File: src/rtl/rob_pkg.sv
package rob_pkg;
  // Strobes sent from the control to the done-bit datapath each cycle.
  typedef struct packed {
    logic       allocGo;   // an allocation is accepted this cycle
    logic       allocTid;  // thread that owns it
    logic [1:0] clrMask;   // per-thread partition clear
  } robStrobe_t;
endpackage

File: src/rtl/rob_data.sv
module rob_data
  import rob_pkg::*;
#(
  parameter int DEPTH  = 16,
  parameter int CMPL_N = 2,
  parameter int IDX_W  = $clog2(DEPTH)
) (
  input  logic                    clk,
  input  logic                    rstN,
  input  robStrobe_t              strobe,
  input  logic [IDX_W-1:0]        allocIdx,
  input  logic [CMPL_N-1:0]       cmplValid,
  input  logic [CMPL_N*IDX_W-1:0] cmplIdx,
  output logic [DEPTH-1:0]        doneVec
);
  localparam int HALF = DEPTH / 2;

  logic [DEPTH-1:0] doneNext;
  logic [DEPTH-1:0] clrHit;

  // Map each entry to its owner's clear bit.
  for (genvar e = 0; e < DEPTH; e++) begin : g_clr
    assign clrHit[e] = strobe.clrMask[e >= HALF];
  end

  always_comb begin
    doneNext = doneVec;
    if (strobe.allocGo) doneNext[allocIdx] = 1'b0;
    for (int c = 0; c < CMPL_N; c++) begin
      if (cmplValid[c]) doneNext[cmplIdx[c*IDX_W +: IDX_W]] = 1'b1;
    end
    for (int e = 0; e < DEPTH; e++) begin
      if (clrHit[e]) doneNext[e] = 1'b0;
    end
  end

  always_ff @(posedge clk or negedge rstN) begin
    if (!rstN) doneVec <= '0;
    else       doneVec <= doneNext;
  end

  // A completion on port 0 to a thread that is not being cleared must show up as done.
  p_cmpl_marks_r4: assert property (@(posedge clk) disable iff (!rstN)
    (cmplValid[0] && !strobe.clrMask[cmplIdx[IDX_W-1]])
      |=> doneVec[$past(cmplIdx[IDX_W-1:0])]);
endmodule

File: src/rtl/rob_ctrl.sv
module rob_ctrl
  import rob_pkg::*;
#(
  parameter int DEPTH    = 16,
  parameter int RETIRE_W = 2,
  parameter int IDX_W    = $clog2(DEPTH)
) (
  input  logic                      clk,
  input  logic                      rstN,
  input  logic                      allocValid,
  input  logic                      allocTid,
  input  logic [1:0]                clear,
  input  logic [DEPTH-1:0]          doneVec,
  output robStrobe_t                strobe,
  output logic [IDX_W-1:0]          allocIdx,
  output logic [1:0]                allocFull,
  output logic [RETIRE_W-1:0]       retValid,
  output logic [RETIRE_W*IDX_W-1:0] retIdx
);
  localparam int HALF   = DEPTH / 2;
  localparam int LIDX_W = IDX_W - 1;
  localparam int CNT_W  = LIDX_W + 1;
  localparam int RDY_W  = $clog2(RETIRE_W + 1);

  logic [LIDX_W-1:0] head [2];
  logic [LIDX_W-1:0] tail [2];
  logic [CNT_W-1:0]  cnt  [2];
  logic              prio;

  logic [RDY_W-1:0]  rdy  [2];
  logic [RDY_W-1:0]  take [2];
  logic              allocGo;
  logic              bothRdy;
  logic              slotTid [RETIRE_W];

  assign allocFull[0] = (cnt[0] == CNT_W'(HALF));
  assign allocFull[1] = (cnt[1] == CNT_W'(HALF));
  assign allocGo      = allocValid && !allocFull[allocTid] && !clear[allocTid];
  assign allocIdx     = {allocTid, tail[allocTid]};
  assign strobe       = '{allocGo: allocGo, allocTid: allocTid, clrMask: clear};
  assign bothRdy      = (rdy[0] != '0) && (rdy[1] != '0);

  // Count the finished entries in an unbroken run from each head.
  always_comb begin
    logic              run;
    logic [LIDX_W-1:0] slot;
    for (int t = 0; t < 2; t++) begin
      rdy[t] = '0;
      run    = 1'b1;
      for (int k = 0; k < RETIRE_W; k++) begin
        slot = head[t] + LIDX_W'(k);
        if (run && (k < int'(cnt[t])) && doneVec[{t[0], slot}]) rdy[t] = rdy[t] + RDY_W'(1);
        else run = 1'b0;
      end
    end
  end

  // Fill the slots, alternating threads while both still have ready entries.
  always_comb begin
    logic cur;
    logic pick;
    logic hit;
    cur     = prio;
    take[0] = '0;
    take[1] = '0;
    retValid = '0;
    retIdx   = '0;
    for (int s = 0; s < RETIRE_W; s++) begin
      hit  = 1'b0;
      pick = cur;
      if (take[cur] < rdy[cur]) begin
        hit = 1'b1;
      end else if (take[!cur] < rdy[!cur]) begin
        hit  = 1'b1;
        pick = !cur;
      end
      slotTid[s] = pick;
      if (hit) begin
        retValid[s] = 1'b1;
        retIdx[s*IDX_W +: IDX_W] = {pick, head[pick] + LIDX_W'(take[pick])};
        take[pick] = take[pick] + RDY_W'(1);
        cur = !pick;
      end
    end
  end

  always_ff @(posedge clk or negedge rstN) begin
    if (!rstN) begin
      prio <= 1'b0;
      for (int t = 0; t < 2; t++) begin
        head[t] <= '0;
        tail[t] <= '0;
        cnt[t]  <= '0;
      end
    end else begin
      if (bothRdy) prio <= !prio;
      for (int t = 0; t < 2; t++) begin
        if (clear[t]) begin
          head[t] <= '0;
          tail[t] <= '0;
          cnt[t]  <= '0;
        end else begin
          head[t] <= head[t] + LIDX_W'(take[t]);
          tail[t] <= tail[t] + LIDX_W'(allocGo && (allocTid == t[0]));
          cnt[t]  <= cnt[t] + CNT_W'(allocGo && (allocTid == t[0])) - CNT_W'(take[t]);
        end
      end
    end
  end

  // Assertions guarding the control.
  for (genvar t = 0; t < 2; t++) begin : g_chk
    p_no_overflow_r3: assert property (@(posedge clk) disable iff (!rstN)
      cnt[t] <= CNT_W'(HALF));
    p_full_refuse_r3: assert property (@(posedge clk) disable iff (!rstN)
      (allocValid && (allocTid == t[0]) && allocFull[t] && !clear[t]) |=> $stable(tail[t]));
    p_clear_empty_r9: assert property (@(posedge clk) disable iff (!rstN)
      clear[t] |=> (cnt[t] == '0) && (head[t] == '0) && (tail[t] == '0));
  end

  p_slots_packed_r8: assert property (@(posedge clk) disable iff (!rstN)
    (retValid & (retValid + RETIRE_W'(1))) == '0);

  if (RETIRE_W >= 2) begin : g_alt
    p_alternate_r7: assert property (@(posedge clk) disable iff (!rstN)
      bothRdy |-> (retValid[1:0] == 2'b11) && (slotTid[0] != slotTid[1]));
  end
endmodule

File: src/rtl/smt_rob.sv
module smt_rob
  import rob_pkg::*;
#(
  parameter int DEPTH    = 16,
  parameter int RETIRE_W = 2,
  parameter int CMPL_N   = 2
) (
  input  logic                                clk,
  input  logic                                rstN,
  input  logic                                allocValid,
  input  logic                                allocTid,
  output logic [$clog2(DEPTH)-1:0]            allocIdx,
  output logic [1:0]                          allocFull,
  input  logic [CMPL_N-1:0]                   cmplValid,
  input  logic [CMPL_N*$clog2(DEPTH)-1:0]     cmplIdx,
  input  logic [1:0]                          clear,
  output logic [RETIRE_W-1:0]                 retValid,
  output logic [RETIRE_W*$clog2(DEPTH)-1:0]   retIdx
);
  localparam int IDX_W = $clog2(DEPTH);

  robStrobe_t       strobe;
  logic [DEPTH-1:0] doneVec;

  initial begin
    assert ((DEPTH >= 4) && ((DEPTH & (DEPTH - 1)) == 0))
      else $error("DEPTH must be a power of two, at least 4");
  end

  rob_ctrl #(.DEPTH(DEPTH), .RETIRE_W(RETIRE_W), .IDX_W(IDX_W)) u_ctrl (
    .clk(clk), .rstN(rstN), .allocValid(allocValid), .allocTid(allocTid),
    .clear(clear), .doneVec(doneVec), .strobe(strobe), .allocIdx(allocIdx),
    .allocFull(allocFull), .retValid(retValid), .retIdx(retIdx)
  );

  rob_data #(.DEPTH(DEPTH), .CMPL_N(CMPL_N), .IDX_W(IDX_W)) u_data (
    .clk(clk), .rstN(rstN), .strobe(strobe), .allocIdx(allocIdx),
    .cmplValid(cmplValid), .cmplIdx(cmplIdx), .doneVec(doneVec)
  );
endmodule

File: config.mk
export PLATFORM = sky130hd
export DESIGN_NAME = smt_rob
export DESIGN_NICKNAME = d
export VERILOG_FILES = /design/src/rtl/rob_pkg.sv /design/src/rtl/rob_data.sv /design/src/rtl/rob_ctrl.sv /design/src/rtl/smt_rob.sv
export SDC_FILE = /design/constraint.sdc
export NUM_CORES = 1
export LEC_CHECK = 0
export BUFFER_PORTS_ARGS = -buffer_cell sky130_fd_sc_hd__buf_2
export CAP_MARGIN = 0
export CORE_MARGIN = 8
export CORE_UTILIZATION = 30
export CTS_CLUSTER_SIZE = 30
export DETAILED_ROUTE_END_ITERATION = 12
export PLACE_DENSITY = 0.58
export SYNTH_ARGS = -nofsm -noshare
export SYNTH_HDL_FRONTEND = slang
export SYNTH_SLANG_ARGS = --single-unit
File: constraint.sdc
create_clock -name clk -period 7.92 [get_ports clk]
set_input_delay 0.792 -clock clk [delete_from_list [all_inputs] [get_ports clk]]
set_output_delay 0.792 -clock clk [all_outputs]
set_load 0.02 [all_outputs]
==> impl_metrics.py, run 1 <==
metrics = {
    "run_status": {
        "status": "completed",
    },
    "drt": {
        "drtPass1Iterations": 4,
        "vias": 2073,
        "vias_per_cell": 5.106,
        "postRouteAntennaNets": 0,
        "drt_first_iter_violations": 94,
        "finalWirelength_um": 6068,
        "drc": 0,
        "post_drt_wl_per_cell_um": 14.95,
    },
    "worst_setup_path": {
        "max_stage_delay_ns": 0.51,
        "worstPathMaxFanout": 8,
        "critPathLaunchType": "flip-flop",
        "rrSetupSlack_ns": 4.09,
        "startpoint": "u_ctrl.head[0]",
        "endpoint_kind": "output port",
        "slowest_stage": "mux4_2",
        "worstPathArrival_ns": 4.05,
        "cp.required_ns": 7.13,
        "cpMostUsedCell": "ha_1",
        "crit_type": "reg -> out",
        "path_cells": "ha_1, mux4_2, mux2i_1, nor3_1, ha_1, nor2_1, o21ai_0, nand2_1, mux2_2, ha_1, ha_1, o21ai_0, nor3b_1, buf_2",
        "worstReg2RegStart": "u_ctrl.head[3]",
    },
    "placed_design": {
        "io_buffers": 31,
        "post_dp_cell_area_mm2": 0.002888,
        "dp.cells": 398,
        "gp_congestion": 0.8183,
        "hpwl_um": 4743,
    },
    "die": {
        "core_mm2": 0.008593,
        "fp.dieH_um": 109.5,
        "die_w_um": 109.5,
        "dieArea_mm2": 0.01198,
        "rows": 34,
        "start_util_pct": 30.49,
        "pin_count": 32,
    },
    "finish": {
        "multi_input_area_mm2": 0.001600,
        "antennaDiodeCount": 0,
        "num-fill-cells": 899,
        "nets": 343,
        "ff_latch_area_um2": 925.9,
        "drive_above_1_share_pct": 17.11,
        "design_area_mm2": 0.002970,
        "area_growth_syn_to_layout_pct": 13.37,
        "layoutNonFillerInstCount": 406,
    },
    "clocking": {
        "clock_latency_ns": 0.29,
        "cts_tree": "done",
        "cts_setup_buffers": 0,
        "clk_pin_slew_worst_paths_ns": 0.08,
        "htree_levels": 2,
        "clkSinkCount": 37,
        "cts_resized": 0,
        "numCtsBuffers": 5,
        "cts_hold_buffers": 0,
        "clk_path_buf_depth": 2,
        "cts_root_buffer": "clkbuf_8",
    },
    "logic_synthesis": {
        "ys_ff_latch": 37,
        "synth_top_area_cell": "dfrtp_1",
        "netlist_instances": 264,
        "synth_flop_cell": "dfrtp_1",
        "ys_types": 37,
        "synth_common_cells": "dfrtp_1, ha_1, nor2_1",
        "yosysSeqAreaShare_pct": 35.34,
        "synth_area_leaders": "dfrtp_1, ha_1, nor2b_1",
        "synth.top_cell.area_share_pct": 35.34,
        "yosys.cell_count.top_type": "dfrtp_1",
        "yosysWarnings": 0,
        "synth_edf_count": 0,
        "syn-num-nets": 310,
        "mappedNetlistArea_mm2": 0.002620,
        "synth-async-reset-ratio_pct": 100.0,
        "syn-mean-instance-area_um2": 9.924,
    },
    "timing": {
        "setup_viol": 0,
        "skew_ns": 0.005390,
        "rsz0062_at_grt": "no",
        "fmax_mhz": 206.7,
        "setup_tns_ns": 0,
        "hold_viol": 0,
        "fin_crit_ns": 4.838,
        "max_slew_margin_pct": 43.88,
        "worstMarginPinSlew_ns": 0.8417,
        "slew_violations": 0,
        "period_share_pct": 61.08,
    },
    "power_and_ir_drop": {
        "cellPowerDensity_mw_per_mm2": 156.5,
        "ir_drop_mv": 0.05347,
        "p_leak_nw": 1.409,
        "p_total_mw": 0.4648,
    },
    "run": {
        "maxCapViolations": 0,
    },
    "grt": {
        "antenna_found_initial": 0,
        "grt_pass1_vias": 2207,
        "grt-ovfl-total": 0,
        "track_usage_pct": 11.16,
        "grt_max_degree": 38,
        "grt_first_pass_wirelength_um": 10710,
    },
    "min_path": {
        "min_from": "u_data.doneVec[4]",
        "hold_class": "reg -> reg",
    },
}
## worst paths after layout
kind | cells after the start | endpoint
hold reg to reg | 2 | u_data.doneVec[4]
hold / removal | 2 | u_data.doneVec[4]
setup / recovery | 14 | retIdx[6]
max in group asynchronous | 1 | u_ctrl.cnt[0]
setup reg to reg | 13 | u_ctrl.cnt[3]
min in group asynchronous | 1 | u_ctrl.head[5]
## per-layer routing
layer	global-route usage, %	up-vias	routed length, um
li1	-	1011	-
met1	14.27	1002	2904
met2	17.79	53	2703
met3	3.224	7	372
met4	3.472	0	87
met5	0	-	0
## worst max-delay path: cells and delay by family, from the launching register on
family,cells,cell delay (ns)
fa+ha+maj,4,1.07
mux,3,1.00
flops,1,0.50
buf+inv,1,0.20
compound gates,2,0.25
simple gates,4,0.74
## final cells by class
type | count | area share [%]
timing repair buffer | 31 | 5.223
sequential | 37 | 31.17
tap | 108 | 4.549
inverter | 19 | 2.401
clock buffer | 6 | 2.443
clock inverter | 2 | 0.3370
multi-input combinational | 203 | 53.88
## sequential cells by signal, summed over array words and instances (netlist names)
register and count:
u_data.doneVec 16, u_ctrl.prio 1, u_ctrl.cnt 8, u_ctrl.head 6, u_ctrl.tail 6
## logic make-up after synthesis
family | count (synthesis) | share of synthesized area (%)
AOI/OAI and AO/OA | 65 | 15.33
buffers and inverters | 24 | 3.582
and+or+nand+nor | 80 | 15.52
xor gates and xnor gates | 11 | 3.677
muxes | 17 | 11.08
DFF | 37 | 35.34
adders and majority gates | 30 | 15.47
## cell usage in the layout (no fill, tap or decap), types with 2 or more instances in the layout
cell type / instances
a21oi_1: 21
clkinv_2: 2
nor3_1: 4
a22o_1: 2
mux4_2: 4
xnor2_1: 9
mux2i_1: 5
mux2_2: 4
nor2_1: 23
a22oi_1: 12
a21o_1: 2
fa_1: 4
a31oi_1: 2
a32oi_1: 2
mux4_1: 4
o21ai_0: 19
clkbuf_8: 5
and3_1: 2
dfrtp_1: 37
ha_1: 26
nand2b_1: 4
inv_1: 19
nand2_1: 18
nor3b_1: 5
buf_2: 31
xor2_1: 2
nor2b_1: 18
## stage by stage
stage	setup slack, ns	utilization (%)	hold slack, ns
after floorplan	3.481	-	0.4964
after global placement	3.492	33.61	0.5494
after detailed placement	3.359	33.61	0.5646
after CTS	3.030	34.57	0.5755
after global routing	2.682	34.57	0.5976
final	3.082	34.57	0.5668
## power breakdown
group | internal (mW) | leakage, nW | switching, mW
sequential | 0.202 | 0.510 | 0.00950
combinational | 0.0512 | 0.854 | 0.0707
clock | 0.0611 | 0.0450 | 0.0700
total | 0.315 | 1.41 | 0.150
Note: power is estimated with default switching activity, not from simulation.
==> run 2: changes to the inputs <==
PLACE_DENSITY = 0.59   (was 0.58)
clock period = 4.4 ns   (was 7.92 ns; I/O delays follow)
==> run 2 against run 1 <==
Global-route usage fell by 0.18 points. Final cell count is 2.2% higher. Combinational power up 89%. Critical path depth stayed put. Die area is the same. Count of clock-buffer cells in the layout decreased by 1. Power is 110% higher. Final area up 6.0%. Largest cell class unchanged. Via count increased by 0.34%. Setup slack worse by 3.0 ns. Clock skew rose by 0.0020 ns.
==> impl_metrics.py, run 2 (synthesis results as in run 1) <==
metrics = {
    "grt": {
        "grt_max_degree": 38,
        "grt-ovfl-total": 0,
        "grt_pass1_vias": 2120,
        "track_usage_pct": 10.99,
        "grt_first_pass_wirelength_um": 10390,
        "antenna_found_initial": 0,
    },
    "finish": {
        "nets": 352,
        "top_register": "u_data.doneVec",
        "design_area_mm2": 0.003149,
        "ff_latch_area_um2": 928.4,
        "drive_above_1_share_pct": 23.13,
        "final_cell_mix": "dfrtp_1, buf_2, ha_1",
        "reg.largest.list": "u_data.doneVec x16, u_ctrl.cnt x8",
        "final_common_cell": "dfrtp_1",
        "area_growth_syn_to_layout_pct": 20.20,
        "multi_input_area_mm2": 0.001652,
        "antennaDiodeCount": 0,
        "num-fill-cells": 904,
        "layoutNonFillerInstCount": 415,
        "largest_reg_flops": 16,
    },
    "clocking": {
        "htree_levels": 2,
        "cts_root_buffer": "clkbuf_8",
        "clk_path_buf_depth": 2,
        "cts_hold_buffers": 0,
        "cts_tree": "done",
        "numCtsBuffers": 5,
        "clkSinkCount": 37,
        "clock_latency_ns": 0.29,
        "clk_pin_slew_worst_paths_ns": 0.08,
    },
    "power_and_ir_drop": {
        "ir_drop_mv": 0.1351,
        "cellPowerDensity_mw_per_mm2": 307.0,
        "p_leak_nw": 1.475,
    },
    "drt": {
        "post_drt_wl_per_cell_um": 15.24,
        "drt_first_iter_violations": 136,
        "drc": 0,
        "postRouteAntennaNets": 0,
        "drtPass1Iterations": 4,
        "vias_per_cell": 5.012,
        "finalWirelength_um": 6325,
        "vias": 2080,
    },
    "placed_design": {
        "hpwl_um": 4769,
        "io_buffers": 31,
        "post_dp_cell_area_mm2": 0.002903,
        "dp.cells": 400,
        "gp_congestion": 0.8253,
        "pre_cts_ws_ns": 0.2866,
    },
    "die": {
        "fp.dieH_um": 109.5,
        "pin_count": 32,
        "core_mm2": 0.008593,
        "die_w_um": 109.5,
        "start_util_pct": 30.49,
        "dieArea_mm2": 0.01198,
        "rows": 34,
    },
    "timing": {
        "worstMarginPinSlew_ns": 0.8547,
        "skew_ns": 0.007410,
        "hold_viol": 0,
        "holdWs_ns": 0.2529,
        "fin_crit_ns": 4.291,
        "slew_violations": 0,
        "setup_tns_ns": 0,
        "setup_viol": 0,
        "worst_slack_ns": 0.1087,
        "period_share_pct": 97.53,
        "fmax_mhz": 233.0,
        "max_slew_margin_pct": 43.02,
    },
    "worst_setup_path": {
        "endpoint_kind": "output port",
        "worstPathMaxFanout": 6,
        "cp.required_ns": 3.96,
        "slowest_stage": "mux4_1",
        "crit_type": "reg -> out",
        "critPathLaunchType": "flip-flop",
        "rrSetupSlack_ns": 0.62,
        "worstPathArrival_ns": 3.85,
        "cpMostUsedCell": "ha_1",
        "path_cells": "buf_6, mux4_1, mux2_4, o21a_4, ha_1, mux2_4, a21oi_4, nand2_2, mux2_2, ha_1, ha_1, nor3_2, nor3b_2, buf_4",
        "max_stage_delay_ns": 0.55,
    },
    "run": {
        "maxCapViolations": 0,
    },
    "min_path": {
        "hold_class": "in -> async",
    },
    "run_status": {
        "status": "completed",
    },
}
## run 2: cell types whose count changed in the layout (fill, tap and decap cells not counted), sizes merged
cell,previous run,this run
bufinv,0,2
clkbuf,6,5
clkinv,2,1
buf,31,40
## run 2: final cells by class
class,count,area share (%)
clock buffer,5,2.185
clock inverter,3,2.066
inverter,19,2.265
multi-input combinational,203,52.44
sequential,37,29.48
tap,108,4.291
timing repair buffer,40,7.271
## run 2: worst paths after layout
check / from / end / depth (start not counted)
setup / recovery: u_ctrl.head[3] / retIdx[6] / 14
hold / removal: rstN / u_ctrl.tail[3] / 1
setup reg to reg: u_ctrl.head[3] / u_ctrl.cnt[3] / 13
hold reg to reg: u_data.doneVec[6] / u_data.doneVec[6] / 2
max in group asynchronous: rstN / u_ctrl.head[4] / 1
min in group clk: cmplIdx[3] / u_data.doneVec[14] / 3
## run 2: timing repair
| action | CTS | global route |
|---|---|---|
| buffers inserted | 0 | 7 |
| endpoints found under the setup margin | 1 | 3 |
| cloned | 0 | 0 |
| gates resized for setup | 2 | 14 |
| pin swaps | 0 | 4 |
## run 2: metrics by stage
step | util [%] | total power [mW]
2_1_floorplan | - | 0.5433
5_1_grt | 36.65 | 1.024
6_report | 36.65 | 0.9668
4_1_cts | 35.40 | 0.9701
3_5_place_dp | 33.78 | 0.6105
3_3_place_gp | 33.78 | 0.6071
## run 2: power breakdown
| part | internal, mW | switching (mW) |
|---|---|---|
| Sequential | 0.364 | 0.0175 |
| Combinational | 0.0991 | 0.131 |
| Clock | 0.225 | 0.130 |
## run 2: layer usage
metal	wire length [um]	track usage (%)
met2	2956	17.57
met4	47	3.182
met1	3030	14.30
met5	0	0
met3	290	2.814
## run 2: worst max-delay path, delay by kind of cell, from the launching register on
family                     cells  cell delay [ns]
AOI/OAI and AO/OA              2             0.27
adders and majority gates      3             0.74
buffers and inverters          2             0.31
DFF                            1             0.46
muxes                          4             1.44
and+or+nand+nor                3             0.33
